[src/rtl/serial_rx_gate.sv]
module serial_rx_gate #(
  parameter int OSR    = 16,
  parameter int DATA_W = 8
) (
  input  logic              clk,
  input  logic              rst_n,
  input  logic              tick16,
  input  logic              line_in,
  input  logic              filt_en,
  input  logic              flag_clr,
  output logic [DATA_W-1:0] rx_byte,
  output logic              rx_stop,
  output logic              rx_done
);
  localparam int CW   = $clog2(OSR);
  localparam int IW   = $clog2(DATA_W + 2);
  localparam int PH_A = OSR / 2 - 1;
  localparam logic [CW-1:0] PA   = CW'(PH_A);
  localparam logic [CW-1:0] PB   = CW'(PH_A + 1);
  localparam logic [CW-1:0] PC   = CW'(PH_A + 2);
  localparam logic [CW-1:0] PEND = CW'(OSR - 1);
  localparam logic [IW-1:0] LAST = IW'(DATA_W + 1);

  logic              s1, s2, prev;
  logic              busy;
  logic [CW-1:0]     ph;
  logic [IW-1:0]     idx;
  logic              smp_a, smp_b;
  logic [DATA_W-1:0] shreg;

  wire fall   = prev & ~s2;
  wire vote   = (smp_a & smp_b) | (smp_a & s2) | (smp_b & s2);
  wire decide = busy & tick16 & (ph == PC);
  wire last   = decide & (idx == LAST);
  wire commit = last & ~rx_done & (~filt_en | vote);

  always_ff @(posedge clk or negedge rst_n) begin
    if (!rst_n) begin
      s1   <= 1'b1;
      s2   <= 1'b1;
      prev <= 1'b1;
    end else begin
      s1   <= line_in;
      s2   <= s1;
      prev <= s2;
    end
  end

  always_ff @(posedge clk or negedge rst_n) begin
    if (!rst_n) begin
      busy  <= 1'b0;
      ph    <= '0;
      idx   <= '0;
      smp_a <= 1'b1;
      smp_b <= 1'b1;
      shreg <= '0;
    end else if (!busy) begin
      if (fall) begin
        busy <= 1'b1;
        ph   <= '0;
        idx  <= '0;
      end
    end else if (tick16) begin
      ph <= (ph == PEND) ? '0 : ph + 1'b1;
      if (ph == PA) smp_a <= s2;
      if (ph == PB) smp_b <= s2;
      if (ph == PC) begin
        if (idx == '0 && vote) begin
          busy <= 1'b0;
        end else if (idx == LAST) begin
          busy <= 1'b0;
        end else begin
          if (idx != '0) shreg <= {vote, shreg[DATA_W-1:1]};
          idx <= idx + 1'b1;
        end
      end
    end
  end

  always_ff @(posedge clk or negedge rst_n) begin
    if (!rst_n) begin
      rx_byte <= '0;
      rx_stop <= 1'b0;
      rx_done <= 1'b0;
    end else if (commit) begin
      rx_byte <= shreg;
      rx_stop <= vote;
      rx_done <= 1'b1;
    end else if (flag_clr) begin
      rx_done <= 1'b0;
    end
  end

  p_hold_while_set_r7: assert property (@(posedge clk) disable iff (!rst_n)
    rx_done |=> ($stable(rx_byte) && $stable(rx_stop)));

  p_flag_sticky_r9: assert property (@(posedge clk) disable iff (!rst_n)
    (rx_done && !flag_clr) |=> rx_done);

  p_commit_wins_r9: assert property (@(posedge clk) disable iff (!rst_n)
    (commit && flag_clr) |=> rx_done);

  p_gate_filter_r8: assert property (@(posedge clk) disable iff (!rst_n)
    (last && filt_en && !vote) |=> $stable(rx_byte) && $stable(rx_done));

  p_idle_needs_edge_r2: assert property (@(posedge clk) disable iff (!rst_n)
    (!busy && !fall) |=> !busy);

  p_load_sets_flag_r6: assert property (@(posedge clk) disable iff (!rst_n)
    !$stable(rx_byte) |-> $rose(rx_done));
endmodule

[config.mk]
export PLATFORM = sky130hd
export DESIGN_NAME = serial_rx_gate
export DESIGN_NICKNAME = d
export VERILOG_FILES = /design/src/rtl/serial_rx_gate.sv
export SDC_FILE = /design/constraint.sdc
export NUM_CORES = 1
export LEC_CHECK = 0
export BUFFER_PORTS_ARGS = -buffer_cell sky130_fd_sc_hd__buf_2
export CORE_AREA = 10 10 65 67
export DETAILED_ROUTE_END_ITERATION = 12
export DIE_AREA = 0 0 75 77
export PLACE_DENSITY = 0.74
export SYNTH_ARGS = -nofsm -noshare
export SYNTH_HDL_FRONTEND = slang
export SYNTH_SLANG_ARGS = --single-unit
[constraint.sdc]
create_clock -name clk -period 5.5 [get_ports clk]
set_clock_uncertainty 0.15 [all_clocks]
set_input_delay 0.275 -clock clk [delete_from_list [all_inputs] [get_ports clk]]
set_output_delay 0.275 -clock clk [all_outputs]
set_load 0.01 [all_outputs]
Word level (Yosys, flattened, before mapping)
Index checks and enable logic that the tools add are counted. W data, S select, Z words.

Divide/modulo/power cells: 0. Reduce and logical (&&, ||, !) cells: 10. $lt $le $gt $ge: 0. Equality and inequality tests: 9. Multiply operators: 0. Muxes and demuxes: 17. Bitwise logic cells: 17. Add/sub/neg operators: 2. Shifts and indexed selects: 0.

Operator list (count): $mux W4 (9); $eq A4 B4 Y1 const B (4); $and A1 B1 Y1 (9); $add A4 B1 Y4 const B (2); $mux W1 (8); $ne A2 B2 Y1 const B (3); $reduce_and A3 Y1 (2); $reduce_and A6 Y1 (1); $not A1 Y1 (5); $reduce_and A5 Y1 (1); $eq A4 B3 Y1 const B (1); $logic_not A4 Y1 (1); $reduce_bool A2 Y1 (2); $reduce_bool A4 Y1 (1); $or A1 B1 Y1 (3); $ne A2 B1 Y1 const B (1); $reduce_and A2 Y1 (1); $logic_and A1 B1 Y1 (1).

Latch bits: 0. Memory bits (read-only): 0. Memories kept: 0. Word-level logic and storage cells: 67. Output and inout port bits: 10. Input port bits: 6. RAM bits: 0. Bits in registers: 32.

Depth between registers and ports, before layout
Gate-level depths: netlist of run 1.

Depth after elaboration: 8. Depth in mapped cells: 7. Mapped depth without buffers: 6.

Least setup slack after synthesis of run 1
No wires, ideal clock.

Path kind: reg-to-reg. Start point: register idx[1]. End point: register rx_byte[0]. Path buffers: 0. Cell stages (with the launch flop): 7. Arrival time: 1.556 ns. Setup slack: 3.669 ns. Clock period less this slack: 1.831 ns. Required time: 5.225 ns. Setup time: 0.125 ns. Cell sequence: dfrtp_1 inv_1 ha_1 nand3b_1 nor4b_4 o21ai_2 mux2_2.

Longest elaborated chain between the ends: 4.

Ends and longest elaborated chain: start, declared (line 27) `logic [IW-1:0] idx;`; start signal, assigned (line 74) `idx <= idx + 1'b1;`; $eq A4 B4 Y1 (line 34) `wire last = decide & (idx == LAST);`; $and A1 B1 Y1 (line 34); $and A1 B1 Y1 (2 in a row) (line 35) `wire commit = last & ~rx_done & (~filt_en | vote);`; end signal, assigned (line 86) `rx_byte <= shreg;`; end, declared (line 11) `output logic [DATA_W-1:0] rx_byte,`.

Every way passes these cells. A chain may end at the register's enable or synchronous reset.

Worst setup path in the final report of run 1
Ends and elaborated chain as after synthesis.

==> flow_summary.toml, run 1 <==
[critical_path]
critPathMaxStageDelay_ns = 0.42
timing.rr.end = "rx_byte[0]"
worst_setup_path_end_kind = "flip-flop"
path_class = "reg -> reg"
slowest_stage = "dfrtp_1"
ff2ff_setup_slack_ns = 3.50
arrival_ns = 2.06
rr_worst_depth = 6
path_cells = "inv_1 -> ha_1 -> nand3b_1 -> nor4b_4 -> o21ai_2 -> mux2_2"
cp-startpoint = "idx[1]"
worstSetupStartpointType = "flip-flop"
r2r-start = "idx[1]"
required_ns = 5.56
crit_fanout = 9

[drt]
vias_per_cell = 5.40
wl_per_cell_um = 14.0
top_layer_used = "met4"
ant_nets = 0
wl_met1_um = 1170
wl_met3_um = 110
dr.pass1.iters = 4
vias = 934
drc_errors = 0
first_iter_violations = 22
routed_wirelength_um = 2420
wl_met2_um = 1090

[synthesis]
synth_edf_count = 0
synth_top_cells_by_count = "dfrtp_1 (27), mux2_2 (17), nand2_1 (10), inv_1 (9), nand3_1 (7)"
synth_top_family_by_area = "multiplexers"
synthXorXnorAreaFrac_pct = 1.82
synth_area_leaders = "dfrtp_1 (47%), mux2_2 (13%), dfstp_2 (9.1%), ha_1 (5.2%), nand2_1 (2.6%)"
async_flop_share_pct = 100
synth-seq-area-share_pct = 56.0
synth-adder-area-share_pct = 5.90
syn_nets = 127
synth_cell_types = 31
ys_warn_count = 0
synth_compound_area_share_pct = 7.03
synth_top_cell_area_share_pct = 46.9
yosysMostFrequentCell = "dfrtp_1"
synth_ff_type = "dfrtp_1"
synth_seq_cells = 32
avgSynthCellArea_um2 = 12.5
synth-simple-area-share_pct = 11.9
yosys.area.top_type = "dfrtp_1"
syn_area_um2 = 1440
synthCells = 115
synthMuxAreaShare_pct = 14.7

[floorplan]
die_area_um2 = 5780
die_x_um = 75
pin_count = 16
fp-row-count = 20
design.core.area_um2 = 2980
die_h_um = 77
start_util_pct = 48.4

[layout]
area_growth_pct = 13.3
antennaDiodeCount = 0
utilization_pct = 54.8
drive_gt1_share_pct = 35.0
nNetsFinal = 151
fillers = 259

[clock_tree]
cts_tree = "done"
cts_buffers = 5
clk_path_buf_depth = 2
clkTransAtPathRegs_ns = 0.09
cts_max_level = 2
postCtsSetupRepairBufs = 0
cts.sinks = 32
clk-insertion-delay-late_ns = 0.32
root_buffer = "clkbuf_4"

[sta]
fin_crit_sh_pct = 36.4
hold_violations = 0
tightest_slew_ns = 0.665
fmax_mhz = 500
setup_tns_ns = 0
drv_slew = 0
max-slew-margin-rel_pct = 55.7
period_minus_slack_ns = 2.00
finalSetupViolations = 0
rsz0062_at_grt = "no"

[place]
numPortBuffers = 15
dp_hpwl_um = 1800
gp_congestion = 0.767

[global_routing]
grt_start_max_net_pins = 33
grtUsageTotal_pct = 9.42
gr-total-overflow = 0
antenna_found_initial = 0
grt_pass1_wl_um = 4280
grt_pass1_vias = 914

[power]
irDropWorstVdd_mv = 0.259
p_per_area_nw_per_um2 = 355
power_leakage_nw = 0.814

[status]
status = "finished clean"

[flow_run]
drv_cap = 0

[worst_hold_path]
hold_path_depth = 3
hp-class = "in -> reg"
whs_endpoint = "ph[1]"
worstHoldStart = "tick16"
what timing repair did:
action / CTS / global route
hold buffers: 3 / 0
setup endpoints to repair: 0 / 0
hold endpoints to repair: 29 / 0
gates resized for setup: 0 / 0
how the worst max path moves through the flow:
stage / endpoint / slack (ns) / cells after the start
2_1_floorplan: rx_byte[0] / 3.67 / 6
3_3_place_gp: rx_byte[1] / 3.56 / 6
3_5_place_dp: rx_byte[0] / 3.51 / 6
4_1_cts: rx_byte[0] / 3.48 / 6
5_1_grt: rx_byte[0] / 3.33 / 6
6_report: rx_byte[0] / 3.50 / 6
cell type report:
type	count	area, um^2	share of cell area, %
clock inverter	1	5.00	0.307
sequential	32	807	49.4
multi-input combinational	73	596	36.5
inverter	9	33.8	2.07
tap	33	41.3	2.53
clock buffer	7	45.0	2.76
timing repair buffer	18	105	6.44
logic make-up after synthesis:
logic type | after synthesis
AND/OR/NAND/NOR | 29
multiplexers | 19
adder cells (fa/ha/maj) | 7
buffers and inverters | 10
AO/OA/AOI/OAI | 15
flip-flops | 32
XOR/XNOR | 3
placed cells by master (no fill, tap or decap), drive strengths merged, types with 2 or more instances in the layout:
cell	instances
ha	6
clkbuf	7
a21oi	4
dlygate4sd3	3
nand2	10
a31o	2
dfstp	5
inv	9
mux2i	2
mux2	17
xnor2	2
buf	15
dfrtp	27
nand3	8
nand3b	2
o21ai	4
nor2	2
flip-flops by register name, indices dropped and copies added (netlist names):
register and cells:
prev 1, rx_stop 1, smp_a 1, idx 4
smp_b 1, rx_byte 8, s1 1, s2 1
busy 1, rx_done 1, ph 4, shreg 8
per-stage QoR:
stage | hold slack (ns) | instance area, um^2 | std cells | power (W) | setup WS (ns)
3_5_place_dp | 0.198 | 1550 | 162 | 0.000463 | 3.51
6_report | 0.0858 | 1630 | 173 | 0.000580 | 3.50
4_1_cts | 0.0611 | 1630 | 173 | 0.000589 | 3.48
2_1_floorplan | -0.171 | 1440 | 115 | 0.000426 | 3.67
3_3_place_gp | 0.189 | 1550 | 162 | 0.000454 | 3.56
5_1_grt | 0.0842 | 1630 | 173 | 0.000624 | 3.33
report_power, final:
group          internal (W)  switching [W]
Sequential         0.000278      0.0000432
Combinational     0.0000688      0.0000673
Clock             0.0000497      0.0000727
metal layers:
| metal | global-route usage, % | up-vias |
|---|---|---|
| met1 | 11.8 | 456 |
| li1 | - | 454 |
| met5 | 0 | - |
| met3 | 3.60 | 5 |
| met4 | 4.55 | 0 |
| met2 | 13.6 | 19 |
worst max-delay path: cells and delay by family, from the launching register on:
| kind | cells | cell delay, ns |
|---|---|---|
| AND/OR/NAND/NOR | 2 | 0.53 |
| AO/OA/AOI/OAI | 1 | 0.22 |
| multiplexers | 1 | 0.32 |
| adder cells (fa/ha/maj) | 1 | 0.16 |
| flip-flops | 1 | 0.42 |
| buffers and inverters | 1 | 0.09 |
Power figures use the tool's default switching activity.
==> inputs of run 2 (changes only) <==
--- a/config.mk
+++ b/config.mk
@@ -9,7 +9,7 @@
 export CORE_AREA = 10 10 65 67
 export DETAILED_ROUTE_END_ITERATION = 12
 export DIE_AREA = 0 0 75 77
-export PLACE_DENSITY = 0.74
+export PLACE_DENSITY = 0.77
 export SYNTH_ARGS = -nofsm -noshare
 export SYNTH_HDL_FRONTEND = slang
 export SYNTH_SLANG_ARGS = --single-unit
==> constraint.sdc (replaced) <==
create_clock -name clk -period 1.6 [get_ports clk]
set_clock_uncertainty 0.15 [all_clocks]
set_input_delay 0.08 -clock clk [delete_from_list [all_inputs] [get_ports clk]]
set_output_delay 0.08 -clock clk [all_outputs]
set_load 0.01 [all_outputs]
==> flow_summary.toml, run 2 (synthesis results as in run 1) <==
[sta]
fmax_mhz = 521
setup_tns_ns = -5.02
drv_slew = 0
rsz0062_at_grt = "yes"
tightest_slew_ns = 0.694
max-slew-margin-rel_pct = 53.7
layout_setup_ws_ns = -0.319
hold_violations = 0
fin_crit_sh_pct = 120
period_minus_slack_ns = 1.92
finalSetupViolations = 21

[floorplan]
die_area_um2 = 5780
die_h_um = 77
start_util_pct = 48.4
fp-row-count = 20
die_x_um = 75
design.core.area_um2 = 2980
pin_count = 16

[clock_tree]
root_buffer = "clkbuf_4"
cts_max_level = 2
clk-insertion-delay-late_ns = 0.34
clk_path_buf_depth = 2
clkTransAtPathRegs_ns = 0.10
cts.sinks = 32
cts_buffers = 5
cts_tree = "done"

[power]
power_leakage_nw = 1.01
p_per_area_nw_per_um2 = 1370
irDropWorstVdd_mv = 0.803

[worst_hold_path]
worstHoldStart = "tick16"
whs_endpoint = "ph[2]"
hp-class = "in -> reg"
hold_path_depth = 4

[global_routing]
grtUsageTotal_pct = 12.6
grt_pass1_wl_um = 5720
gr-total-overflow = 0
grt_pass1_vias = 1249
antenna_found_initial = 0
grt_start_max_net_pins = 33

[place]
dp.cells = 183
dp_hpwl_um = 2110
place_ws_ns = -0.309
numPortBuffers = 15
gp_congestion = 0.770

[drt]
wl_per_cell_um = 16.4
wl_met3_um = 192
routed_wirelength_um = 3360
top_layer_used = "met4"
wl_met1_um = 1340
drc_errors = 0
wl_met2_um = 1750
dr.pass1.iters = 5
vias_per_cell = 5.50
first_iter_violations = 51
vias = 1122
ant_nets = 0

[layout]
final_cells = 204
final-seq-area_um2 = 807
fillers = 218
antennaDiodeCount = 0
layout_common_cells = "dfrtp_1 (27), buf_4 (26), buf_2 (15), mux2_2 (14), nand2_1 (9)"
drive_gt1_share_pct = 52.6
multi_input_area_um2 = 709
utilization_pct = 68.4
final_common_cell = "dfrtp_1"
area_growth_pct = 41.4
largestRegisters = "rx_byte: 8 flops, shreg: 8 flops"
nNetsFinal = 182

[critical_path]
arrival_ns = 1.99
r2r-start = "idx[1]"
required_ns = 1.67
worstSetupStartpointType = "flip-flop"
rr_worst_depth = 6
worst_setup_path_end_kind = "flip-flop"
path_class = "reg -> reg"
timing.rr.end = "rx_byte[2]"
crit_fanout = 5
ff2ff_setup_slack_ns = -0.32

[status]
violations = "setup timing"
status = "finished, violations left"

[flow_run]
drv_cap = 0
[run 2: worst max-delay path, cell delays in order, from the launching register on]
cell and delay [ns]:
dfrtp_1 0.41, inv_2 0.08, ha_4 0.13, nand3b_1 0.14, nor4b_4 0.41, o21ai_4 0.16, mux2_4 0.32
[run 2: layout make-up]
| class | instances | area share (%) |
|---|---|---|
| clock buffers | 7 | 3.19 |
| repair buffers | 48 | 17.2 |
| well taps | 33 | 2.03 |
| flip-flops and latches | 32 | 39.6 |
| clock inverters | 1 | 1.47 |
| multi-input cells | 74 | 34.8 |
| inverters | 9 | 1.66 |
[run 2: how the worst max path moves through the flow]
| stage | endpoint | slack [ns] | startpoint | cells after the start |
|---|---|---|---|---|
| floorplan | rx_byte[0] | -0.23 | idx[1] | 6 |
| global placement | rx_byte[5] | -0.25 | idx[1] | 6 |
| detailed placement | rx_byte[5] | -0.31 | idx[1] | 6 |
| CTS | rx_byte[2] | -0.30 | idx[1] | 6 |
| global route | rx_byte[7] | -0.42 | ph[1] | 6 |
| finish | rx_byte[2] | -0.32 | idx[1] | 6 |
[run 2: metal layers]
layer	vias up	global-route usage, %
met5	-	0
met4	0	4.17
met3	7	5.28
met2	34	21.4
met1	567	13.5
li1	514	-
[run 2: stage by stage]
stage	cell area [um^2]	power, W	hold WS (ns)
after floorplan	1440	0.00146	-0.366
after global placement	1720	0.00175	-0.00536
after detailed placement	1720	0.00179	0.0153
after CTS	1970	0.00264	0.0529
after global routing	2040	0.00297	0.0717
final	2040	0.00279	0.0562
[run 2: timing repair]
item / in CTS / in global routing
hold endpoints to repair: 32 / 0
gates cloned: 1 / 0
hold buffers: 5 / 0
pin swaps: 2 / 1
setup buffers: 5 / 4
setup endpoints to repair: 22 / 24
resized for setup: 15 / 8
[run 2: power by group]
group	leakage [nW]	internal, W	switching (W)	total (W)
registers	0.409	0.000955	0.0000902	0.00105
clock network	0.0515	0.000415	0.000283	0.000697
logic	0.551	0.000568	0.000476	0.00104
==> inputs of run 3 (changes only) <==
--- a/config.mk
+++ b/config.mk
@@ -9,7 +9,7 @@
 export CORE_AREA = 10 10 65 67
 export DETAILED_ROUTE_END_ITERATION = 12
 export DIE_AREA = 0 0 75 77
-export PLACE_DENSITY = 0.77
+export PLACE_DENSITY = 0.71
 export SYNTH_ARGS = -nofsm -noshare
 export SYNTH_HDL_FRONTEND = slang
 export SYNTH_SLANG_ARGS = --single-unit
==> flow_summary.toml, run 3 (synthesis results as in run 1) <==
[status]
status = "finished, violations left"
violations = "setup timing"

[layout]
nNetsFinal = 181
area_growth_pct = 38.5
postLayoutCellArea_um2 = 2000
final_common_cell = "dfrtp_1"
antennaDiodeCount = 0
largestRegisters = "rx_byte: 8 flops, shreg: 8 flops"
drive_gt1_share_pct = 54.7
layout_common_cells = "dfrtp_1 (27), buf_4 (24), buf_2 (15), mux2_2 (14), nand2_1 (9)"
fillers = 201

[floorplan]
die_h_um = 77
pin_count = 16
design.core.area_um2 = 2980
fp-row-count = 20
die_x_um = 75
die_area_um2 = 5780
start_util_pct = 48.4

[global_routing]
grt_use_met2_pct = 19.2
gr-total-overflow = 0
grt_pass1_vias = 1167
grt_start_max_net_pins = 33
grt_busiest_layer = "met2"
grt_pass1_wl_um = 5260
grtUsageTotal_pct = 11.6
grt.met1_usage_pct = 13.5
met3_usage_pct = 2.96
antenna_found_initial = 0

[clock_tree]
clk-insertion-delay-late_ns = 0.34
cts_buffers = 5
clkTransAtPathRegs_ns = 0.10
root_buffer = "clkbuf_4"
cts_max_level = 2
cts.sinks = 32
cts_tree = "done"
clk_path_buf_depth = 2

[critical_path]
required_ns = 1.67
path_class = "reg -> reg"
critPathMaxStageDelay_ns = 0.44
worstSetupStartpointType = "flip-flop"
slowest_stage = "nor4b_4"
worst_setup_path_end_kind = "flip-flop"
arrival_ns = 2.02
path_cells = "inv_2 -> ha_4 -> nand3b_1 -> nor4b_4 -> o21ai_4 -> mux2_4"
crit_fanout = 5

[sta]
period_minus_slack_ns = 1.95
hold_violations = 0
layout_setup_ws_ns = -0.354
drv_slew = 0
finalSetupViolations = 21
max-slew-margin-rel_pct = 54.3
fmax_mhz = 512
fin_crit_sh_pct = 122
tightest_slew_ns = 0.685
rsz0062_at_grt = "yes"
hold_ws_ns = 0.0536

[place]
dpl_cell_area_um2 = 1720
gp_congestion = 0.772
numPortBuffers = 15
dp_hpwl_um = 2140

[drt]
drc_errors = 0
dr.pass1.iters = 4
routed_wirelength_um = 3210
ant_nets = 0
first_iter_violations = 35
vias = 1068
vias_per_cell = 5.26
wl_per_cell_um = 15.8

[power]
p_per_area_nw_per_um2 = 1250
power_leakage_nw = 0.986
irDropWorstVdd_mv = 0.819

[worst_hold_path]
hp-class = "in -> reg"

[flow_run]
drv_cap = 0
run 3: cell count changes in the layout (fill, tap and decap cells not counted), moves of 2 or more:
cell,previous run,this run
buf_4,26,24
clkbuf_8,2,0
ha_2,0,2
o21ai_2,1,3
run 3: layer usage:
metal  vias up  wire length (um)
met5         -                 0
met4         0                59
met3         7               160
met2        28              1650
met1       519              1340
li1        514                 -
run 3: path summary, 6_finish.rpt:
kind | startpoint | end | slack (ns) | depth (start not counted)
setup / recovery | idx[1] | rx_byte[0] | -0.35 | 6
hold / removal | tick16 | ph[2] | 0.05 | 4
setup reg to reg | idx[1] | rx_byte[0] | -0.35 | 6
hold reg to reg | s1 | s2 | 0.21 | 0
max in group asynchronous | rst_n | ph[0] | 0.69 | 2
min in group asynchronous | rst_n | idx[2] | 0.17 | 2
run 3: report_power, final:
group	internal [W]	switching (W)	leakage [nW]
sequential	0.000955	0.0000881	0.409
combinational	0.000536	0.000465	0.549
clock	0.000169	0.000274	0.0282
total	0.00166	0.000827	0.986
run 3: stage by stage:
stage / instances / power [W] / setup slack [ns] / utilization (%) / TNS (ns)
CTS: 200 / 0.00239 / -0.330 / 64.5 / -4.95
global route: 203 / 0.00266 / -0.420 / 67.0 / -7.72
detailed placement: 183 / 0.00182 / -0.313 / 57.9 / -4.44
floorplan: 115 / 0.00146 / -0.231 / - / -2.98
finish: 203 / 0.00249 / -0.354 / 67.0 / -6.33
global placement: 183 / 0.00178 / -0.249 / 57.9 / -3.46
run 3: final cells by class:
type,instances,area (um^2),share of cell area (%)
repair buffers,47,348,17.4
clock buffers,6,41.3,2.07
well taps,33,41.3,2.07
multi-input cells,74,712,35.7
clock inverters,2,12.5,0.627
flip-flops and latches,32,807,40.4
inverters,9,33.8,1.69
run 3: what timing repair did:
item	in CTS	in global routing
endpoints found under the setup margin	21	24
resized for setup	15	13
buffers inserted	4	4
hold buffers	5	0
cloned	1	0
pin swaps	4	2
hold endpoints to repair	32	0
run 3: critical path: cells and delay by family, from the launching register on:
kind,cells,cell delay (ns)
buffers and inverters,1,0.08
adders and majority gates,1,0.13
DFF,1,0.41
AOI/OAI and AO/OA,1,0.17
and+or+nand+nor,2,0.58
muxes,1,0.32
